===== config.mk =====
export PLATFORM = sky130hd
export DESIGN_NAME = ddr2_mrs_seq
export DESIGN_NICKNAME = d
export VERILOG_FILES = /design/src/rtl/ddr2_mrs_pkg.sv /design/src/rtl/ddr2_mr_words.sv /design/src/rtl/ddr2_mrs_ctrl.sv /design/src/rtl/ddr2_cmd_out.sv /design/src/rtl/ddr2_mrs_seq.sv
export SDC_FILE = /design/constraint.sdc
export NUM_CORES = 1
export LEC_CHECK = 0
export ABC_AREA = 1
export BUFFER_PORTS_ARGS = -buffer_cell sky130_fd_sc_hd__buf_4
export CAP_MARGIN = 20
export CORE_MARGIN = 4
export CORE_UTILIZATION = 40
export DETAILED_ROUTE_END_ITERATION = 16
export GPL_TIMING_DRIVEN = 0
export MAX_ROUTING_LAYER = met4
export PLACE_DENSITY = 0.73
export RECOVER_POWER = 100
export SETUP_SLACK_MARGIN = 0.1
export SLEW_MARGIN = 20
export SYNTH_ARGS = -nofsm -noshare
export SYNTH_HDL_FRONTEND = slang
export SYNTH_SLANG_ARGS = --single-unit

===== constraint.sdc =====
create_clock -name clk_i -period 1.53 [get_ports clk_i]
set_input_delay 0.153 -clock clk_i [delete_from_list [all_inputs] [get_ports clk_i]]
set_output_delay 0.153 -clock clk_i [all_outputs]
set_load 0.01 [all_outputs]

===== src/rtl/ddr2_mrs_pkg.sv =====
package ddr2_mrs_pkg;
  typedef enum logic [1:0] {CMD_DESEL, CMD_NOP, CMD_LOAD} cmd_e;

  localparam logic [3:0] PINS_DESEL = 4'b1111;
  localparam logic [3:0] PINS_NOP   = 4'b0111;
  localparam logic [3:0] PINS_LOAD  = 4'b0000;

  localparam logic [1:0] BA_MR  = 2'b00;
  localparam logic [1:0] BA_EMR = 2'b01;

  localparam logic [2:0] AL_MAX = 3'd5;
endpackage


===== src/rtl/ddr2_mr_words.sv =====
module ddr2_mr_words
  import ddr2_mrs_pkg::*;
#(
  parameter int ROW_W = 14
) (
  input  logic [2:0]       cas_lat_i,
  input  logic             dll_rst_i,
  input  logic             dll_ctl_i,
  input  logic             ods_i,
  input  logic [1:0]       rtt_i,
  input  logic [2:0]       add_lat_i,
  output logic [ROW_W-1:0] mr_word_o,
  output logic [ROW_W-1:0] emr_word_o
);
  logic [2:0] al_clamped;

  assign al_clamped = (add_lat_i > AL_MAX) ? AL_MAX : add_lat_i;

  always_comb begin
    mr_word_o      = '0;
    mr_word_o[6:4] = cas_lat_i;
    mr_word_o[8]   = dll_rst_i;
  end

  always_comb begin
    emr_word_o      = '0;
    emr_word_o[0]   = dll_ctl_i;
    emr_word_o[1]   = ods_i;
    emr_word_o[2]   = rtt_i[0];
    emr_word_o[5:3] = al_clamped;
    emr_word_o[6]   = rtt_i[1];
  end
endmodule


===== src/rtl/ddr2_mrs_ctrl.sv =====
module ddr2_mrs_ctrl
  import ddr2_mrs_pkg::*;
#(
  parameter int WAIT_CYC = 4
) (
  input  logic clk_i,
  input  logic rst_ni,
  input  logic pwrup_go_i,
  input  logic mr_go_i,
  output cmd_e cmd_o,
  output logic sel_emr_o,
  output logic busy_o,
  output logic done_o
);
  localparam int CNT_W = (WAIT_CYC > 2) ? $clog2(WAIT_CYC) : 1;
  localparam logic [CNT_W-1:0] CNT_LOAD = CNT_W'(WAIT_CYC - 1);

  typedef enum logic {ST_IDLE, ST_GAP} state_e;

  state_e           state_q, state_d;
  logic [CNT_W-1:0] cnt_q, cnt_d;
  logic             pend_q, pend_d;
  logic             done_q, done_d;

  always_comb begin
    state_d   = state_q;
    cnt_d     = cnt_q;
    pend_d    = pend_q;
    done_d    = done_q;
    cmd_o     = CMD_DESEL;
    sel_emr_o = 1'b0;
    unique case (state_q)
      ST_IDLE: begin
        if (pwrup_go_i || mr_go_i) begin
          cmd_o     = CMD_LOAD;
          sel_emr_o = pwrup_go_i;  // power-up wins, extended register first
          pend_d    = pwrup_go_i;
          cnt_d     = CNT_LOAD;
          done_d    = 1'b0;
          state_d   = ST_GAP;
        end
      end
      ST_GAP: begin
        cmd_o = CMD_NOP;
        if (cnt_q != '0) begin
          cnt_d = cnt_q - 1'b1;
        end else if (pend_q) begin
          cmd_o  = CMD_LOAD;
          pend_d = 1'b0;
          cnt_d  = CNT_LOAD;
        end else begin
          done_d  = 1'b1;
          state_d = ST_IDLE;
        end
      end
      default: state_d = ST_IDLE;
    endcase
  end

  always_ff @(posedge clk_i or negedge rst_ni) begin
    if (!rst_ni) begin
      state_q <= ST_IDLE;
      cnt_q   <= '0;
      pend_q  <= 1'b0;
      done_q  <= 1'b0;
    end else begin
      state_q <= state_d;
      cnt_q   <= cnt_d;
      pend_q  <= pend_d;
      done_q  <= done_d;
    end
  end

  assign busy_o = (state_q == ST_GAP);
  assign done_o = done_q;

  assert_done_not_busy_R8: assert property (@(posedge clk_i) disable iff (!rst_ni)
    done_q |-> state_q == ST_IDLE);

  assert_busy_ignores_go_R9: assert property (@(posedge clk_i) disable iff (!rst_ni)
    (state_q == ST_GAP && !pend_q && cnt_q != '0) |=> state_q == ST_GAP && !pend_q);
endmodule


===== src/rtl/ddr2_cmd_out.sv =====
module ddr2_cmd_out
  import ddr2_mrs_pkg::*;
#(
  parameter int ROW_W    = 14,
  parameter int WAIT_CYC = 4
) (
  input  logic             clk_i,
  input  logic             rst_ni,
  input  cmd_e             cmd_i,
  input  logic             sel_emr_i,
  input  logic [ROW_W-1:0] mr_word_i,
  input  logic [ROW_W-1:0] emr_word_i,
  output logic [3:0]       pins_o,
  output logic [1:0]       ba_o,
  output logic [ROW_W-1:0] addr_o
);
  localparam int SINCE_W = $clog2(WAIT_CYC + 1);

  logic [3:0]       pins_q;
  logic [1:0]       ba_q;
  logic [ROW_W-1:0] addr_q;

  always_ff @(posedge clk_i or negedge rst_ni) begin
    if (!rst_ni) begin
      pins_q <= PINS_DESEL;
      ba_q   <= '0;
      addr_q <= '0;
    end else begin
      unique case (cmd_i)
        CMD_LOAD: begin
          pins_q <= PINS_LOAD;
          ba_q   <= sel_emr_i ? BA_EMR : BA_MR;
          addr_q <= sel_emr_i ? emr_word_i : mr_word_i;
        end
        CMD_NOP: begin
          pins_q <= PINS_NOP;
          ba_q   <= '0;
          addr_q <= '0;
        end
        default: begin
          pins_q <= PINS_DESEL;
          ba_q   <= '0;
          addr_q <= '0;
        end
      endcase
    end
  end

  assign pins_o = pins_q;
  assign ba_o   = ba_q;
  assign addr_o = addr_q;

  // spacing checker: cycles since the previous load, saturating
  logic               load_now;
  logic               seen_q;
  logic [SINCE_W-1:0] since_q;

  assign load_now = (pins_q == PINS_LOAD);

  always_ff @(posedge clk_i or negedge rst_ni) begin
    if (!rst_ni) begin
      seen_q  <= 1'b0;
      since_q <= '0;
    end else if (load_now) begin
      seen_q  <= 1'b1;
      since_q <= SINCE_W'(1);
    end else if (since_q < SINCE_W'(WAIT_CYC)) begin
      since_q <= since_q + 1'b1;
    end
  end

  assert_load_spacing_R5: assert property (@(posedge clk_i) disable iff (!rst_ni)
    (load_now && seen_q) |-> since_q == SINCE_W'(WAIT_CYC));

  assert_nop_after_load_R6: assert property (@(posedge clk_i) disable iff (!rst_ni)
    load_now |=> pins_q == PINS_NOP);

  assert_idle_bus_zero_R6: assert property (@(posedge clk_i) disable iff (!rst_ni)
    !load_now |-> (addr_q == '0 && ba_q == '0));

  assert_mr_zero_bits_R2: assert property (@(posedge clk_i) disable iff (!rst_ni)
    (load_now && ba_q == BA_MR) |-> (addr_q[7] == 1'b0 && addr_q[3:0] == '0 && addr_q[ROW_W-1:9] == '0));

  assert_al_clamp_R4: assert property (@(posedge clk_i) disable iff (!rst_ni)
    (load_now && ba_q == BA_EMR) |-> addr_q[5:3] <= AL_MAX);
endmodule


===== src/rtl/ddr2_mrs_seq.sv =====
module ddr2_mrs_seq
  import ddr2_mrs_pkg::*;
#(
  parameter int ROW_W    = 14,
  parameter int WAIT_CYC = 4
) (
  input  logic             clk_i,
  input  logic             rst_ni,
  input  logic             pwrup_go_i,
  input  logic             mr_go_i,
  input  logic [2:0]       cas_lat_i,
  input  logic             dll_rst_i,
  input  logic             dll_ctl_i,
  input  logic             ods_i,
  input  logic [1:0]       rtt_i,
  input  logic [2:0]       add_lat_i,
  output logic             cs_no,
  output logic             ras_no,
  output logic             cas_no,
  output logic             we_no,
  output logic [1:0]       ba_o,
  output logic [ROW_W-1:0] addr_o,
  output logic             busy_o,
  output logic             done_o
);
  cmd_e             cmd;
  logic             sel_emr;
  logic [ROW_W-1:0] mr_word;
  logic [ROW_W-1:0] emr_word;
  logic [3:0]       pins;

  ddr2_mr_words #(.ROW_W(ROW_W)) u_words (
    .cas_lat_i  (cas_lat_i),
    .dll_rst_i  (dll_rst_i),
    .dll_ctl_i  (dll_ctl_i),
    .ods_i      (ods_i),
    .rtt_i      (rtt_i),
    .add_lat_i  (add_lat_i),
    .mr_word_o  (mr_word),
    .emr_word_o (emr_word)
  );

  ddr2_mrs_ctrl #(.WAIT_CYC(WAIT_CYC)) u_ctrl (
    .clk_i      (clk_i),
    .rst_ni     (rst_ni),
    .pwrup_go_i (pwrup_go_i),
    .mr_go_i    (mr_go_i),
    .cmd_o      (cmd),
    .sel_emr_o  (sel_emr),
    .busy_o     (busy_o),
    .done_o     (done_o)
  );

  ddr2_cmd_out #(.ROW_W(ROW_W), .WAIT_CYC(WAIT_CYC)) u_out (
    .clk_i      (clk_i),
    .rst_ni     (rst_ni),
    .cmd_i      (cmd),
    .sel_emr_i  (sel_emr),
    .mr_word_i  (mr_word),
    .emr_word_i (emr_word),
    .pins_o     (pins),
    .ba_o       (ba_o),
    .addr_o     (addr_o)
  );

  assign {cs_no, ras_no, cas_no, we_no} = pins;
endmodule


* Yosys cells after proc, flatten, opt, wreduce, memory -nomap -nowiden *
Cells that the tools add are included.

storage, ports and cells
  flip-flop bits (word level) = 25
  output and inout bits = 22
  logic and storage cells = 48

cells by class
  add/subtract/negate cells = 1
  $lt $le $gt $ge = 1
  equality and inequality tests = 6
  mux-type cells = 27
  bitwise operators = 1
  reductions and logical operators = 5

operators with widths
  operator                                                                  count
  14-bit two-way mux                                                        1
  2-bit two-way mux                                                         7
  1-bit two-way mux                                                         11
  9-bit two-way mux                                                         1
  2-bit one-hot mux with 2 select lines                                     2
  4-bit one-hot mux with 2 select lines                                     1
  1-bit one-hot mux with 2 select lines                                     3
  2-bit inequality test (second input constant)                             2
  2-bit AND reduction                                                       2
  3-bit > comparator (second input constant)                                1
  3-bit two-way mux                                                         1
  3-bit inequality test (second input constant)                             1
  3-bit AND reduction                                                       1
  2-bit by 1-bit equality test with 1-bit output (second input constant)    1
  2-bit equality test (second input constant)                               1
  2-bit by 1-bit inequality test with 1-bit output (second input constant)  1
  2-bit nonzero test                                                        1
  2-bit by 1-bit subtractor with 2-bit output (second input constant)       1
  1-bit logical OR                                                          1
  1-bit inverter                                                            1

* Depth between registers and ports, before layout *
Gate-level depths: netlist of run 1.

  depth after elaboration = 5
  depth in mapped cells = 11
  gate-level depth less buffers = 11

* Hierarchy *
Synthesis of run 1 repeated with hierarchy kept, for this count alone.

unflattened totals
  cells, all modules = 169
  area, all modules = 1,280.0 µm²

by module, submodules not included
  module         instances  cells each  area an instance (µm²)
  ddr2_cmd_out   1          101         780.7
  ddr2_mrs_ctrl  1          36          285.3
  ddr2_mr_words  1          32          214.0

* Least setup slack after synthesis of run 1 *
Ideal clock, no wire load.

  path type = register to register
  start point = reg u_ctrl.cnt_q[0]
  end point = reg u_out.addr_q[4], in the netlist u_out.addr_o[4]
  library setup time = 0.065 ns
  arrival = 1.461 ns
  required time = 1.465 ns
  path slack = 0.004 ns
  stages on the path, launching flop included = 12
  path buffers = 0
  cell sequence = dfrtp_1 inv_1 ha_1 inv_1 o21ai_1 nand2_1 inv_1 ha_1 inv_2 nor2_2 nand2_1 nand2_1

on the way
  longest elaborated chain between the ends = 5

ends and longest elaborated chain
  what                                   line                 source
  start: declaration                     ddr2_mrs_ctrl.sv:21  logic [CNT_W-1:0] cnt_q, cnt_d;
  start signal: assignment               ddr2_mrs_ctrl.sv:68  cnt_q <= cnt_d;
  2-bit nonzero test                     ddr2_mrs_ctrl.sv:45  if (cnt_q != '0) begin
  2-bit two-way mux                      ddr2_mrs_ctrl.sv:45
  2-bit one-hot mux with 2 select lines  ddr2_mrs_ctrl.sv:32  unique case (state_q)
  2-bit equality test                    ddr2_cmd_out.sv:29   unique case (cmd_i)
  14-bit two-way mux                     ddr2_cmd_out.sv:29
  end signal: assignment                 ddr2_cmd_out.sv:33   addr_q <= sel_emr_i ? emr_word_i : mr_word_i;
  end: declaration                       ddr2_cmd_out.sv:21   logic [ROW_W-1:0] addr_q;

No other way between the ends.
A chain may end at the register's enable or synchronous reset.

* Final worst setup path of run 1 *
  start point = reg u_ctrl.cnt_q[1]
  end point = reg u_out.addr_q[6], in the netlist u_out.addr_o[6]

Same word-level chain as after synthesis.

==> results of run 1 <==
==> layout by cell type, fill, tap and decap left out, drive strengths merged <==
cell / synthesis / routed
a21oi: 2 / 2
buf: 10 / 36
clkbuf: 0 / 16
conb: 1 / 7
dfrtp: 14 / 14
dfstp: 2 / 2
dlygate4sd3: 0 / 1
ha: 3 / 3
inv: 12 / 12
nand2: 27 / 27
nand3: 3 / 3
nand4: 1 / 1
nor2: 10 / 10
o21ai: 1 / 1
==> tightest hold or removal path: cells and delay by family <==
kind          cells  cell delay [ns]
simple gates      2             0.09
buf+inv           1             0.08
==> per-stage QoR <==
step	hold WS, ns	utilization [%]	TNS, ns	area [um^2]	cells
after floorplan	-0.143	-	0	853	92
after global placement	0.0167	61.2	0	1100	146
after detailed placement	0.0176	61.2	-0.00331	1100	146
after CTS	0.0645	66.3	0	1190	157
after global routing	0.0808	66.4	-0.236	1200	160
final	0.0740	66.4	0	1200	160
==> cells by family (layout without fill, tap and decap cells) <==
group,after synthesis,after routing,synth area share (%)
AND/OR/NAND/NOR,41,41,26.3
adder cells (fa/ha/maj),3,3,4.72
flip-flops,16,16,50.7
AO/OA/AOI/OAI,3,3,1.89
buffers and inverters,22,65,15.9
other,1,7,0.472
==> flip-flops by register name, indices dropped and copies added, names as in the netlist <==
signal         flops
u_out.ba_o         1
u_out.addr_o       8
u_ctrl.pend_q      1
u_ctrl.done_o      1
u_out.pins_o       2
u_ctrl.cnt_q       2
u_ctrl.busy_o      1
==> cell type report <==
| cell class | count | area (um^2) | share of cell area, % |
|---|---|---|---|
| Buffer | 10 | 78.8 | 6.59 |
| Inverter | 12 | 55.1 | 4.60 |
| Multi-Input combinational cell | 54 | 342 | 28.6 |
| Timing Repair Buffer | 39 | 250 | 20.9 |
| Clock buffer | 4 | 36.3 | 3.03 |
| Sequential cell | 16 | 403 | 33.7 |
| Tap cell | 25 | 31.3 | 2.62 |
==> worst max path at each step <==
stage / slack, ns / depth (start not counted) / end / startpoint
floorplan: 0.11 / 11 / u_out.addr_o[5]$_DFF_PN0_ / u_ctrl.cnt_q[0]$_DFFE_PN0P_
detailed placement: -0.003 / 11 / u_out.addr_o[5]$_DFF_PN0_ / u_ctrl.cnt_q[1]$_DFFE_PN0P_
CTS: 0.05 / 11 / u_out.addr_o[6]$_DFF_PN0_ / u_ctrl.cnt_q[1]$_DFFE_PN0P_
global placement: 0.04 / 11 / u_out.addr_o[5]$_DFF_PN0_ / u_ctrl.cnt_q[0]$_DFFE_PN0P_
global route: -0.07 / 11 / u_out.addr_o[6]$_DFF_PN0_ / u_ctrl.cnt_q[1]$_DFFE_PN0P_
finish: 0.03 / 10 / u_out.addr_o[6]$_DFF_PN0_ / u_ctrl.cnt_q[1]$_DFFE_PN0P_
==> what timing repair did <==
item	4_1_cts	5_1_grt
buffers inserted	6	3
endpoints found under the setup margin	6	11
hold endpoints to repair	16	0
pin swaps	5	9
gates resized for setup	0	10
hold buffers	1	0
==> layer usage <==
metal / wire length [um] / part of all wire, % / GRT usage (%)
met5: 0 / 0 / -
met1: 620 / 35 / 12.5
met3: 124 / 7.0 / 1.71
met2: 974 / 55 / 23.3
met4: 46 / 2.6 / 11.1
==> power by group through the flow <==
stage	Sequential [mW]	Clock, mW	Combinational (mW)
after floorplan	0.619	0	0.448
after detailed placement	0.593	0	0.706
after global placement	0.587	0	0.678
after CTS	0.581	0.277	0.819
final	0.583	0.270	0.851
after global routing	0.592	0.299	0.956
==> metrics.txt, run 1 <==
CTS tree built; die footprint 2760 um^2; WS Path Type flop to flop; routed wire length 1770 um; Worst Setup Slack, final 0.0281 ns; Tcrit/Tclk final 98.2%; number of global-route vias before repair 668; Reg2Reg Capture Point u_out.addr_o[6]$_DFF_PN0_; Slew headroom 44.8%; CTS H-tree depth 1; post-route ant nets 0; # clock sinks 16; critical path peak fanout 5; post-synthesis cell count 86; num rows 15; top cell type's share of synthesized area 44.1%; count leader, synth nand2_1; Clock Tree Buf Depth 2; slowest CP cell dfrtp_1; ANT cells 0; max-cap violations 0; syn_area_per_cell 9.24 um^2; Port-buffer cells 29; R2R cell count 10; Place WS -0.00331 ns; largest net degree at the start of global routing 17; Synth Flop Type dfrtp_1; Pleak 0.652 nW; top post-synthesis cells by area dfrtp_1 44%, nand2_1 11%, buf_4 8.5%; P_int 1.09 mW; asr flop ratio synth 100%; DRT iter0 DRCs 1; routed length per instance 11.0 um; PD cells 1430 nW/um^2; starting density of the core 44.1%; DR vias 698; gpl congestion 0.721; reg2reg setup slack 0.03 ns; switching share of total power 36.3%; Tmin final 1.50 ns; DP Wirelength 1290 um; number of flops mapped to enable cells by yosys 0; Post-Synthesis Cell Area 795 um^2; Switching Power 0.619 mW; fillers 151; slowest cell delay on critical path 0.39 ns; first-pass GRT wire length 2570 um; CP startpoint kind flop; Cell Chain, Critical Path inv_1 -> ha_2 -> inv_2 -> o21ai_4 -> buf_4 -> ha_4 -> inv_8 -> nor2_8 -> nand2_2 -> nand2_1; outcome finished clean; register area share after synthesis 50.7%; initial antenna violation count 0; GRT Util Overall 13.2%; routed vias/inst 4.36; Residual DRC 0; share of cells above drive strength 1 50.4%; DR pass1 iterations 4; Core Region 1800 um^2; Seq cells post-synth 16; hold endpoint u_out.addr_o[4]$_DFF_PN0_; YS warnings 0; die boundary width 52.6 um; area leader, netlist dfrtp_1; Worst-path clk slew 0.09 ns; Max VDD drop 850 uV; worst-margin pin slew 0.829 ns; GRT overflow 0; RSZ-0062 raised after global routing true; Clock Latency Late Sink 0.28 ns; root buf cell clkbuf_4; WP buf/inv 4; clock skew 0.00232 ns; Logic pwr share 49.9%; min-delay worst type primary input to flop; hold_sp cas_lat_i[0]; final setup vio count 0; WP data arrival 1.72 ns; Worst EP required 1.75 ns; family with the most delay on the worst path flip-flops; hold depth 3; reg2reg start u_ctrl.cnt_q[1]$_DFFE_PN0P_; Crit. End Element flop; Sequential Power Share 34.2%; DIE HEIGHT 52.6 um; IO Pins 37; Achievable Freq 0.666 GHz; commonest cells in the netlist 24 x nand2_1, 14 x dfrtp_1, 9 x buf_4, 8 x inv_1, 5 x nor2_1; max-slew violation count 0; Distinct cells, synth 21; endpoints failing hold 0; synthesis-to-layout area growth 50.6%; clock network power share 15.8%; total CTS buffers 3; layout net count 154; PnR Total Power 1.70 mW
(Power assumes the default switching activity.)
==> run 2: changes to the inputs <==
--- a/config.mk
+++ b/config.mk
@@ -5,11 +5,10 @@
 export SDC_FILE = /design/constraint.sdc
 export NUM_CORES = 1
 export LEC_CHECK = 0
-export ABC_AREA = 1
 export BUFFER_PORTS_ARGS = -buffer_cell sky130_fd_sc_hd__buf_4
 export CAP_MARGIN = 20
 export CORE_MARGIN = 4
-export CORE_UTILIZATION = 40
+export CORE_UTILIZATION = 39
 export DETAILED_ROUTE_END_ITERATION = 16
 export GPL_TIMING_DRIVEN = 0
 export MAX_ROUTING_LAYER = met4
==> metrics.txt, run 2 <==
Residual DRC 0 (unchanged); critical path peak fanout 8 (was 5); register area share after synthesis 54.1% (was 50.7%); Seq cells post-synth 16 (unchanged); Achievable Freq 0.715 GHz (was 0.666 GHz); total CTS buffers 3 (unchanged); starting density of the core 42.2% (was 44.1%); ANT cells 0 (unchanged); DRT iter0 DRCs 4 (was 1); clock skew 0.00283 ns (was 0.00232 ns); IO Pins 37 (unchanged); R2R cell count 7 (was 10); reg2reg setup slack 0.13 ns (was 0.03 ns); area leader, netlist dfrtp_1 (unchanged); max-slew violation count 0 (unchanged); die footprint 2670 um^2 (was 2760 um^2); routed vias/inst 4.36 (about the same); max reg flops 8 (unchanged); RSZ-0062 raised after global routing true (unchanged); final setup vio count 0 (unchanged); first-pass GRT wire length 2530 um (was 2570 um); share of cells above drive strength 1 34.8% (was 50.4%); initial antenna violation count 0 (unchanged); fillers 177 (was 151); hold depth 2 (was 3); Tcrit/Tclk final 91.4% (was 98.2%); Reg2Reg Capture Point u_out.addr_o[3]$_DFF_PN0_ (was u_out.addr_o[6]$_DFF_PN0_); number of flops mapped to enable cells by yosys 0 (unchanged); Sum Neg Setup Slack 0 ns (unchanged); Max VDD drop 954 uV (was 850 uV); Place WS -0.0169 ns (was -0.00331 ns); sequential cell area 403 um^2 (unchanged); commonest non-fill, non-tap cell in the layout buf_4 (unchanged); post-route ant nets 0 (unchanged); asr flop ratio synth 100% (unchanged); die boundary width 51.7 um (was 52.6 um); Non-Filler Instances 137 (was 160); WS Path Type flop to flop (unchanged); Synth Flop Type dfrtp_1 (unchanged); hold endpoint u_out.addr_o[1]$_DFF_PN0_ (was u_out.addr_o[4]$_DFF_PN0_); Placed Cells 129 (was 146); WP data arrival 1.58 ns (was 1.72 ns); count leader, synth dfrtp_1 (was nand2_1); root buf cell clkbuf_4 (unchanged); top cell type's share of synthesized area 47.1% (was 44.1%); multi-input logic area 309 um^2 (was 342 um^2); Cell Chain, Critical Path inv_1 -> ha_1 -> nand2_2 -> nand2_1 -> ha_4 -> and2_4 -> nor2b_1 (was inv_1 -> ha_2 -> inv_2 -> o21ai_4 -> buf_4 -> ha_4 -> inv_8 -> nor2_8 -> nand2_2 -> nand2_1); layout net count 131 (was 154); CTS tree built (unchanged); post-synthesis cell count 69 (was 86); Post-Synthesis Cell Area 744 um^2 (was 795 um^2); max-cap violations 0 (unchanged); synthesis-to-layout area growth 42.9% (was 50.6%); slowest CP cell dfrtp_1 (unchanged); largest net degree at the start of global routing 17 (unchanged); num rows 15 (unchanged); Core Region 1760 um^2 (was 1800 um^2); slowest cell delay on critical path 0.36 ns (was 0.39 ns); Min Hold Slack 0.100 ns (was 0.0740 ns); Worst Setup Slack, final 0.132 ns (was 0.0281 ns); DR pass1 iterations 4 (unchanged); PD cells 1460 nW/um^2 (was 1430 nW/um^2); commonest non-fill, non-tap cells in the layout 25 x buf_4, 14 x clkbuf_1, 14 x dfrtp_1 (was 35 x buf_4, 20 x nand2_1, 14 x dfrtp_1); placed cell area 1020 um^2 (was 1100 um^2); endpoints failing hold 0 (unchanged); Distinct cells, synth 21 (unchanged); CTS H-tree depth 1 (unchanged); number of global-route vias before repair 630 (was 668); # clock sinks 16 (unchanged); routed length per instance 11.1 um (was 11.0 um); Worst EP required 1.71 ns (was 1.75 ns); Worst-path clk slew 0.09 ns (about the same); syn_area_per_cell 10.8 um^2 (was 9.24 um^2); outcome finished clean (unchanged); commonest cells in the netlist 14 x dfrtp_1, 10 x buf_4, 9 x nand2_1, 4 x and3_1 (was 24 x nand2_1, 14 x dfrtp_1, 9 x buf_4, 8 x inv_1, 5 x nor2_1); Clock Tree Buf Depth 2 (unchanged); DIE HEIGHT 51.7 um (was 52.6 um); DP Wirelength 1110 um (was 1290 um); hold_sp ods_i (was cas_lat_i[0]); Pleak 0.553 nW (was 0.652 nW); DR vias 597 (was 698); reg2reg start u_ctrl.cnt_q[1]$_DFFE_PN0P_ (unchanged); Crit. End Element flop (unchanged); Tmin final 1.40 ns (was 1.50 ns); gpl congestion 0.720 (was 0.721); Port-buffer cells 29 (unchanged); min-delay worst type primary input to flop (unchanged); fin area 1060 um^2 (was 1200 um^2); routed wire length 1520 um (was 1770 um); YS warnings 0 (unchanged); top post-synthesis cells by area dfrtp_1 47%, buf_4 10%, dfstp_2 7.1% (was dfrtp_1 44%, nand2_1 11%, buf_4 8.5%); Clock Latency Late Sink 0.28 ns (about the same); worst-margin pin slew 0.823 ns (was 0.829 ns); CP startpoint kind flop (unchanged); GRT overflow 0 (unchanged); Layout Utilization 60.3% (was 66.4%); GRT Util Overall 13.2% (about the same); PnR Total Power 1.56 mW (was 1.70 mW); Slew headroom 45.1% (was 44.8%)
## run 2: cell types whose count changed after synthesis, sizes merged, moves of 2 or more
cell    previous run  this run
nand2b             0         2
and3               0         4
a21boi             0         3
inv               12         3
nor2b              0         3
a21oi              2         4
nand2             27         9
nor2              10         3
o21a               0         2
## run 2: critical path, delay by kind of cell (launching register included)
kind	cells	cell delay [ns]
DFF	1	0.36
and+or+nand+nor	4	0.48
adders and majority gates	2	0.43
buffers and inverters	1	0.05
## run 2: final cells by class
cell class / count / area share [%]
timing repair buffer: 33 / 18.6
inverter: 3 / 1.06
buffer: 10 / 7.06
tap: 25 / 2.94
sequential: 16 / 37.9
clock buffer: 4 / 3.41
multi-input combinational: 46 / 29.1
## run 2: cells by family after synthesis
family / after synthesis / share of synthesized area, %
fa+ha+maj: 3 / 5.04
other cells: 1 / 0.504
mux: 1 / 1.34
compound gates: 9 / 8.23
flops: 16 / 54.1
simple gates: 26 / 19.2
buf+inv: 13 / 11.6
## run 2: timing repair
action	CTS	global route
hold endpoints to repair	16	0
cloned	0	0
hold buffers	1	0
buffers inserted	3	0
endpoints found under the setup margin	9	6
pin swaps	4	0
gates resized for setup	4	2
## run 2: worst max-delay path by stage
| stage | startpoint | to | slack (ns) | cells after the start |
|---|---|---|---|---|
| floorplan | u_ctrl.busy_o$_DFF_PN0_ | u_out.addr_o[3]$_DFF_PN0_ | 0.11 | 6 |
| finish | u_ctrl.cnt_q[1]$_DFFE_PN0P_ | u_out.addr_o[3]$_DFF_PN0_ | 0.13 | 7 |
| global placement | u_ctrl.cnt_q[0]$_DFFE_PN0P_ | u_out.addr_o[3]$_DFF_PN0_ | 0.03 | 7 |
| detailed placement | u_ctrl.cnt_q[0]$_DFFE_PN0P_ | u_out.addr_o[3]$_DFF_PN0_ | -0.02 | 7 |
| CTS | u_ctrl.cnt_q[1]$_DFFE_PN0P_ | u_out.addr_o[3]$_DFF_PN0_ | 0.11 | 7 |
| global route | u_ctrl.cnt_q[0]$_DFFE_PN0P_ | u_out.addr_o[3]$_DFF_PN0_ | 0.03 | 7 |
## run 2: power breakdown
| part | total, mW | internal (mW) | switching (mW) |
|---|---|---|---|
| clock | 0.279 | 0.145 | 0.134 |
| sequential | 0.588 | 0.536 | 0.0520 |
| combinational | 0.688 | 0.329 | 0.359 |
## run 2: per-layer routing
metal  track usage (%)  share of wire, %
met3              1.43               4.9
met5                 -                 0
met4              10.0               1.2
met2              23.7                55
met1              12.9                39
